==> src/rtl/irqm_pkg.sv <==
package irqm_pkg;

    // Read data width of the register port
    localparam int REG_W        = 32;
    // DMA group: two bit positions, only the host-error bit is implemented
    localparam int DMA_W        = 2;
    localparam int HOST_ERR_BIT = 1;
    localparam logic [DMA_W-1:0] DMA_IMPL = 2'b10;

    // Register byte offsets that software decodes
    localparam logic [7:0] OFS_TX_RAW = 8'h80;
    localparam logic [7:0] OFS_TX_MSK = 8'h84;
    localparam logic [7:0] OFS_TX_SET = 8'h88;
    localparam logic [7:0] OFS_TX_CLR = 8'h8C;
    localparam logic [7:0] OFS_EOI    = 8'h94;
    localparam logic [7:0] OFS_RX_RAW = 8'hA0;
    localparam logic [7:0] OFS_RX_MSK = 8'hA4;
    localparam logic [7:0] OFS_RX_SET = 8'hA8;
    localparam logic [7:0] OFS_RX_CLR = 8'hAC;
    localparam logic [7:0] OFS_DM_RAW = 8'hB0;
    localparam logic [7:0] OFS_DM_MSK = 8'hB4;
    localparam logic [7:0] OFS_DM_SET = 8'hB8;
    localparam logic [7:0] OFS_DM_CLR = 8'hBC;

    // Which interrupt group an offset belongs to
    typedef enum logic [1:0] {
        GRP_NONE,
        GRP_TX,
        GRP_RX,
        GRP_DMA
    } grp_e;

    // What kind of access an offset performs
    typedef enum logic [2:0] {
        ACC_NONE,
        ACC_RAW,
        ACC_MSK,
        ACC_SET,
        ACC_CLR,
        ACC_EOI
    } acc_e;

    typedef struct packed {
        grp_e grp;
        acc_e acc;
    } dec_t;

endpackage

==> src/rtl/irqm_decode.sv <==
// Address decoder.
// What it does: maps a byte offset to an interrupt group and an access kind.
// Assumes: ADDR_W >= 8. Any set address bit above bit 7 selects no register.
module irqm_decode
    import irqm_pkg::*;
#(
    parameter int ADDR_W = 8
) (
    input  logic [ADDR_W-1:0] addr,
    output dec_t              dec
);

    logic       in_page;
    logic [7:0] ofs;

    // Only the first 256-byte page holds registers
    assign in_page = ((addr >> 8) == '0);
    assign ofs     = addr[7:0];

    // Offset to (group, access) lookup
    always_comb begin
        dec = '{grp: GRP_NONE, acc: ACC_NONE};
        if (in_page) begin
            unique case (ofs)
                OFS_TX_RAW: dec = '{grp: GRP_TX,   acc: ACC_RAW};
                OFS_TX_MSK: dec = '{grp: GRP_TX,   acc: ACC_MSK};
                OFS_TX_SET: dec = '{grp: GRP_TX,   acc: ACC_SET};
                OFS_TX_CLR: dec = '{grp: GRP_TX,   acc: ACC_CLR};
                OFS_RX_RAW: dec = '{grp: GRP_RX,   acc: ACC_RAW};
                OFS_RX_MSK: dec = '{grp: GRP_RX,   acc: ACC_MSK};
                OFS_RX_SET: dec = '{grp: GRP_RX,   acc: ACC_SET};
                OFS_RX_CLR: dec = '{grp: GRP_RX,   acc: ACC_CLR};
                OFS_DM_RAW: dec = '{grp: GRP_DMA,  acc: ACC_RAW};
                OFS_DM_MSK: dec = '{grp: GRP_DMA,  acc: ACC_MSK};
                OFS_DM_SET: dec = '{grp: GRP_DMA,  acc: ACC_SET};
                OFS_DM_CLR: dec = '{grp: GRP_DMA,  acc: ACC_CLR};
                OFS_EOI:    dec = '{grp: GRP_NONE, acc: ACC_EOI};
                default:    dec = '{grp: GRP_NONE, acc: ACC_NONE};
            endcase
        end
    end

endmodule

==> src/rtl/irqm_bank.sv <==
// Interrupt bank.
// What it does: holds one raw status bit and one enable bit per source.
//   Raw bits set on an event and clear on a write-one acknowledge; the event
//   wins a tie. Enable bits change only through set and clear strobes.
// Assumes: set_we and clr_we are never both high (the decoder guarantees it).
//   Bits whose IMPL bit is zero are not built and read zero.
module irqm_bank #(
    parameter int               WIDTH = 8,
    parameter logic [WIDTH-1:0] IMPL  = '1
) (
    input  logic             clk,
    input  logic             rst_n,
    input  logic [WIDTH-1:0] evt,
    input  logic [WIDTH-1:0] wbits,
    input  logic             set_we,
    input  logic             clr_we,
    input  logic             ack_we,
    output logic [WIDTH-1:0] raw_q,
    output logic [WIDTH-1:0] mask_q,
    output logic             pend
);

    logic unused_bits;

    for (genvar i = 0; i < WIDTH; i++) begin : g_bit
        if (IMPL[i]) begin : g_impl
            logic raw_r;
            logic msk_r;

            // Raw status: set by the event, cleared by a write-one acknowledge
            always_ff @(posedge clk) begin
                if (!rst_n)                  raw_r <= 1'b0;
                else if (evt[i])             raw_r <= 1'b1;
                else if (ack_we && wbits[i]) raw_r <= 1'b0;
            end

            // Enable bit: set and clear strobes touch only the bits written as one
            always_ff @(posedge clk) begin
                if (!rst_n)                  msk_r <= 1'b0;
                else if (set_we && wbits[i]) msk_r <= 1'b1;
                else if (clr_we && wbits[i]) msk_r <= 1'b0;
            end

            assign raw_q[i]  = raw_r;
            assign mask_q[i] = msk_r;
        end else begin : g_tied
            assign raw_q[i]  = 1'b0;
            assign mask_q[i] = 1'b0;
        end
    end

    // Pending when any enabled source has its raw bit set
    assign pend = |(raw_q & mask_q);

    assign unused_bits = ^((evt | wbits) & ~IMPL);

endmodule

==> src/rtl/irqm_rdmux.sv <==
// Read multiplexer.
// What it does: returns the raw, masked or mask view of the decoded group,
//   zero-extended to the register width. Returns zero for any other access.
// Assumes: NUM_CH <= REG_W.
module irqm_rdmux
    import irqm_pkg::*;
#(
    parameter int NUM_CH = 8
) (
    input  dec_t              dec,
    input  logic [NUM_CH-1:0] tx_raw,
    input  logic [NUM_CH-1:0] tx_msk,
    input  logic [NUM_CH-1:0] rx_raw,
    input  logic [NUM_CH-1:0] rx_msk,
    input  logic [DMA_W-1:0]  dm_raw,
    input  logic [DMA_W-1:0]  dm_msk,
    output logic [REG_W-1:0]  rdata
);

    logic [REG_W-1:0] g_raw;
    logic [REG_W-1:0] g_msk;

    // Pick the selected group's vectors
    always_comb begin
        g_raw = '0;
        g_msk = '0;
        unique case (dec.grp)
            GRP_TX:  begin g_raw = REG_W'(tx_raw); g_msk = REG_W'(tx_msk); end
            GRP_RX:  begin g_raw = REG_W'(rx_raw); g_msk = REG_W'(rx_msk); end
            GRP_DMA: begin g_raw = REG_W'(dm_raw); g_msk = REG_W'(dm_msk); end
            default: begin g_raw = '0;             g_msk = '0;             end
        endcase
    end

    // Pick the view by access kind
    always_comb begin
        unique case (dec.acc)
            ACC_RAW:          rdata = g_raw;
            ACC_MSK:          rdata = g_raw & g_msk;
            ACC_SET, ACC_CLR: rdata = g_msk;
            default:          rdata = '0;
        endcase
    end

endmodule

==> src/rtl/irqm_eoi.sv <==
// End-of-interrupt gate.
// What it does: blanks the combined request for the one cycle after an
//   end-of-interrupt write, so a pending request shows a fresh rising edge.
// Assumes: eoi_we is a single-cycle write strobe.
module irqm_eoi (
    input  logic clk,
    input  logic rst_n,
    input  logic eoi_we,
    input  logic pend_any,
    output logic irq
);

    logic hold_q;

    // Remember that the last cycle held an end-of-interrupt write
    always_ff @(posedge clk) begin
        if (!rst_n) hold_q <= 1'b0;
        else        hold_q <= eoi_we;
    end

    assign irq = pend_any & ~hold_q;

endmodule

==> src/rtl/irq_mask_ctrl.sv <==
// Channel interrupt mask controller (top).
// What it does: transmit, receive and DMA interrupt groups behind one
//   register port, combined into one interrupt line with end-of-interrupt
//   re-arm.
// Assumes: 1 <= NUM_CH <= 32 and ADDR_W >= 8. Event inputs are synchronous
//   to clk.
module irq_mask_ctrl
    import irqm_pkg::*;
#(
    parameter int NUM_CH = 8,
    parameter int ADDR_W = 8
) (
    input  logic              clk,
    input  logic              rst_n,
    input  logic [ADDR_W-1:0] addr,
    input  logic [REG_W-1:0]  wdata,
    input  logic              wr_en,
    output logic [REG_W-1:0]  rdata,
    input  logic [NUM_CH-1:0] tx_done,
    input  logic [NUM_CH-1:0] rx_done,
    input  logic              host_err,
    output logic              irq
);

    localparam int GRP_N = 3;

    dec_t              dec;
    logic [GRP_N-1:0]  set_we;
    logic [GRP_N-1:0]  clr_we;
    logic [GRP_N-1:0]  ack_we;
    logic [GRP_N-1:0]  pend;
    logic              eoi_we;
    logic [NUM_CH-1:0] tx_raw, tx_msk, rx_raw, rx_msk;
    logic [DMA_W-1:0]  dm_raw, dm_msk, dm_evt;
    logic              wdata_unused;

    irqm_decode #(.ADDR_W(ADDR_W)) u_dec (
        .addr (addr),
        .dec  (dec)
    );

    // Per-group write strobes from the decoded access
    for (genvar g = 0; g < GRP_N; g++) begin : g_stb
        localparam grp_e GSEL = (g == 0) ? GRP_TX : (g == 1) ? GRP_RX : GRP_DMA;
        assign set_we[g] = wr_en && (dec.grp == GSEL) && (dec.acc == ACC_SET);
        assign clr_we[g] = wr_en && (dec.grp == GSEL) && (dec.acc == ACC_CLR);
        assign ack_we[g] = wr_en && (dec.grp == GSEL) && (dec.acc == ACC_RAW);
    end

    assign eoi_we = wr_en && (dec.acc == ACC_EOI);

    // Host error drives its fixed bit of the DMA group
    always_comb begin
        dm_evt               = '0;
        dm_evt[HOST_ERR_BIT] = host_err;
    end

    irqm_bank #(.WIDTH(NUM_CH), .IMPL({NUM_CH{1'b1}})) u_tx (
        .clk    (clk),
        .rst_n  (rst_n),
        .evt    (tx_done),
        .wbits  (wdata[NUM_CH-1:0]),
        .set_we (set_we[0]),
        .clr_we (clr_we[0]),
        .ack_we (ack_we[0]),
        .raw_q  (tx_raw),
        .mask_q (tx_msk),
        .pend   (pend[0])
    );

    irqm_bank #(.WIDTH(NUM_CH), .IMPL({NUM_CH{1'b1}})) u_rx (
        .clk    (clk),
        .rst_n  (rst_n),
        .evt    (rx_done),
        .wbits  (wdata[NUM_CH-1:0]),
        .set_we (set_we[1]),
        .clr_we (clr_we[1]),
        .ack_we (ack_we[1]),
        .raw_q  (rx_raw),
        .mask_q (rx_msk),
        .pend   (pend[1])
    );

    irqm_bank #(.WIDTH(DMA_W), .IMPL(DMA_IMPL)) u_dma (
        .clk    (clk),
        .rst_n  (rst_n),
        .evt    (dm_evt),
        .wbits  (wdata[DMA_W-1:0]),
        .set_we (set_we[2]),
        .clr_we (clr_we[2]),
        .ack_we (ack_we[2]),
        .raw_q  (dm_raw),
        .mask_q (dm_msk),
        .pend   (pend[2])
    );

    irqm_rdmux #(.NUM_CH(NUM_CH)) u_rd (
        .dec    (dec),
        .tx_raw (tx_raw),
        .tx_msk (tx_msk),
        .rx_raw (rx_raw),
        .rx_msk (rx_msk),
        .dm_raw (dm_raw),
        .dm_msk (dm_msk),
        .rdata  (rdata)
    );

    irqm_eoi u_eoi (
        .clk      (clk),
        .rst_n    (rst_n),
        .eoi_we   (eoi_we),
        .pend_any (|pend),
        .irq      (irq)
    );

    assign wdata_unused = ^wdata;

endmodule

==> config.mk <==
export PLATFORM = sky130hd
export DESIGN_NAME = irq_mask_ctrl
export DESIGN_NICKNAME = d
export VERILOG_FILES = /design/src/rtl/irqm_pkg.sv /design/src/rtl/irqm_decode.sv /design/src/rtl/irqm_bank.sv /design/src/rtl/irqm_rdmux.sv /design/src/rtl/irqm_eoi.sv /design/src/rtl/irq_mask_ctrl.sv
export SDC_FILE = /design/constraint.sdc
export NUM_CORES = 1
export LEC_CHECK = 0
export ABC_AREA = 1
export BUFFER_PORTS_ARGS = -buffer_cell sky130_fd_sc_hd__buf_2
export CORE_ASPECT_RATIO = 1.25
export CORE_MARGIN = 8
export CORE_UTILIZATION = 40
export DETAILED_ROUTE_END_ITERATION = 12
export PLACE_DENSITY = 0.68
export SLEW_MARGIN = 20
export SYNTH_ARGS = -nofsm -noshare
export SYNTH_HDL_FRONTEND = slang
export SYNTH_SLANG_ARGS = --single-unit
export TNS_END_PERCENT = 50
==> constraint.sdc <==
create_clock -name clk -period 1.6 [get_ports clk]
set_input_delay 0.08 -clock clk [delete_from_list [all_inputs] [get_ports clk]]
set_output_delay 0.08 -clock clk [all_outputs]
set_load 0.005 [all_outputs]
==> reports/metrics.yaml <==
die_w_um: 83.8
maxCapViolCount: 0
area_delta_synth_final_pct: 27.1
ys_ff_latch: 35
avgViaCountPerCell: 4.98
end_kind: "primary output"
gp_congestion: 0.834
ys_types: 26
clkSinkCount: 35
portBuffers: 44
final_util_pct: 51.5
min_from: "tx_done[6]"
total_power_uw: 1800
start_kind: "input pin"
dieHeight_um: 101
cts_buffer_depth: 2
p_leak_uw: 0.00143
path_clk_slew_ps: 70
yosysSeqAreaShare_pct: 30.5
ir_worst_vdd_mv: 0.457
dp_hpwl_mm: 4.86
period_share_pct: 99.9
nNetsFinal: 493
fin_hold_ws_ps: -5.71
drive_gt1_share_pct: 26.7
required_ps: 1520
yosys-top-cells-area: "dfxtp_1 (31%), nand2_1 (22%), buf_4 (8.2%)"
r2r_start: "u_tx.g_bit[7].g_impl.raw_r"
cts-root-buf: "clkbuf_8"
crit_arrival_ps: 1520
drtIter0Drc: 122
coreArea_um2: 5660
overflow: 0
power_density_nw_per_um2: 617
rsz0062_at_grt: "yes"
slew_viol_final: 0
cts_tree: "yes"
routedWlPerCell_um: 13.8
grt_use_total_pct: 15.8
initial_utilization_pct: 40.6
report.final.hold_viol_count: 2
drc_errors: 0
fin_crit_ps: 1600
netlist.top_cell.by_area: "dfxtp_1"
fmax_ghz: 0.626
path_max_fanout: 5
drt-total-wl_mm: 6.91
grt_max_degree: 35
clkLatencyLatePin_ps: 280
grt_pass1_wl_mm: 11.1
synthCells: 368
hp-class: "in2reg"
row_count: 31
crit_path_start: "addr[1]"
die-area_um2: 8440
dr_total_vias: 2492
antennaDiodeCount: 0
worst-setup-path-type: "in2out"
first_pass_iters: 4
syn_area_um2: 2300
yosys.area.top_type_share_pct: 30.5
ys_warn_count: 0
ant_nets: 0
cts_buffers: 5
grt_pass1_vias: 2374
htreeDepth: 2
setup_violations: 0
syn-mean-instance-area_um2: 6.24
io-pin-count: 93
outcome: "finished with violations"
antenna_found_initial: 0
clock_skew_ps: 0
failed_checks: "negative hold slack"
## area by class of cell
class	count	area, um2
clock buffers	6	72.6
clock inverters	2	12.5
fillers	574	2740
inverters	34	130
multi-input cells	289	1420
flip-flops and latches	35	701
well taps	66	82.6
repair buffers	68	504
## flip-flops by register name, indices dropped and copies added (netlist names)
| name | cells |
|---|---|
| u_rx.g_bit.g_impl.msk_r | 8 |
| u_rx.g_bit.g_impl.raw_r | 8 |
| u_tx.g_bit.g_impl.msk_r | 8 |
| u_tx.g_bit.g_impl.raw_r | 8 |
| u_dma.g_bit.g_impl.msk_r | 1 |
| u_dma.g_bit.g_impl.raw_r | 1 |
| u_eoi.hold_q | 1 |
## critical path, stage by stage
cell	delay, ps
buf_6	100
nor2_4	180
inv_4	70
nor2_4	100
nand2_2	80
nand3_2	100
nor2_4	40
nor2_4	200
clkbuf_16	200
nand2_1	50
nand2_1	70
nand3_1	70
nand3_1	60
buf_2	120
## metrics by stage
| step | hold WS (ps) | setup slack [ps] | cells | area [um2] | setup TNS (ps) |
|---|---|---|---|---|---|
| global route | 7.75 | -96.6 | 500 | 2920 | -550 |
| floorplan | 197 | 312 | 391 | 2380 | 0 |
| CTS | 0.182 | 5.54 | 496 | 2730 | 0 |
| global placement | 285 | 28.1 | 484 | 2600 | 0 |
| finish | -5.71 | 1.63 | 500 | 2920 | 0 |
| detailed placement | 294 | 10.2 | 484 | 2600 | 0 |
## Yosys cell counts (all sizes together)
library cell and count:
nand3 32, a221oi 2, a21oi 34, clkbuf 2, a41o 1, inv 33, buf 30, o21ai 10
nor2 26, conb 1, nand2 144, nand4 13, dlygate4sd1 1, clkinv 1, nor3 2, dfxtp 35
o211ai 1
## timing repair
action,CTS,global route
hold buffers,4,0
endpoints found under the setup margin,0,8
hold endpoints to repair,4,0
buffers inserted,0,2
gates resized for setup,0,38
## report_power, final
group | leakage [uW] | switching (uW) | internal (uW) | total, uW
clock network | 0.0000412 | 329 | 304 | 633
logic | 0.00110 | 144 | 94.9 | 239
registers | 0.000288 | 26.5 | 902 | 928
total | 0.00143 | 499 | 1300 | 1800
## path summary, 6_finish.rpt
path | end | slack, ps | cells past startpoint
worst min register to register | u_tx.g_bit[1].g_impl.msk_r | 480 | 2
worst max-delay path | rdata[2] | 2 | 14
worst max register to register | u_tx.g_bit[7].g_impl.raw_r | 940 | 2
worst min-delay path | u_tx.g_bit[6].g_impl.raw_r | -6 | 3
## routing by layer
metal | routed length [um] | up-vias | GRT usage, %
met5 | 0 | - | 0
met4 | 85 | 0 | 4.79
met3 | 580 | 8 | 5.10
met2 | 3640 | 89 | 28.7
met1 | 2610 | 1132 | 16.9
li1 | - | 1263 | -
## placed cells by master, fill, tap and decap left out, types with 2 or more instances in the layout
| cell type | instances |
|---|---|
| nand2_1 | 123 |
| buf_2 | 40 |
| dfxtp_1 | 35 |
| a21oi_1 | 34 |
| inv_1 | 29 |
| nand3_1 | 29 |
| conb_1 | 24 |
| nand2_2 | 20 |
| buf_4 | 15 |
| nor2_1 | 13 |
| nand4_1 | 12 |
| nor2_4 | 10 |
| o21ai_0 | 9 |
| clkbuf_8 | 5 |
| dlygate4sd3_1 | 4 |
| inv_2 | 3 |
| nand3_2 | 3 |
| nor2_2 | 3 |
| buf_6 | 3 |
| buf_12 | 3 |
| a221oi_1 | 2 |
| clkbuf_16 | 2 |
## kinds of logic (layout without fill, tap and decap cells)
group / Yosys count / count (layout) / synth area share, %
and+or+nand+nor: 217 / 217 / 42.2
buffers and inverters: 67 / 110 / 16.0
AOI/OAI and AO/OA: 48 / 48 / 11.1
DFF: 35 / 35 / 30.5
other: 1 / 24 / 0.163
(Power assumes the default switching activity.)
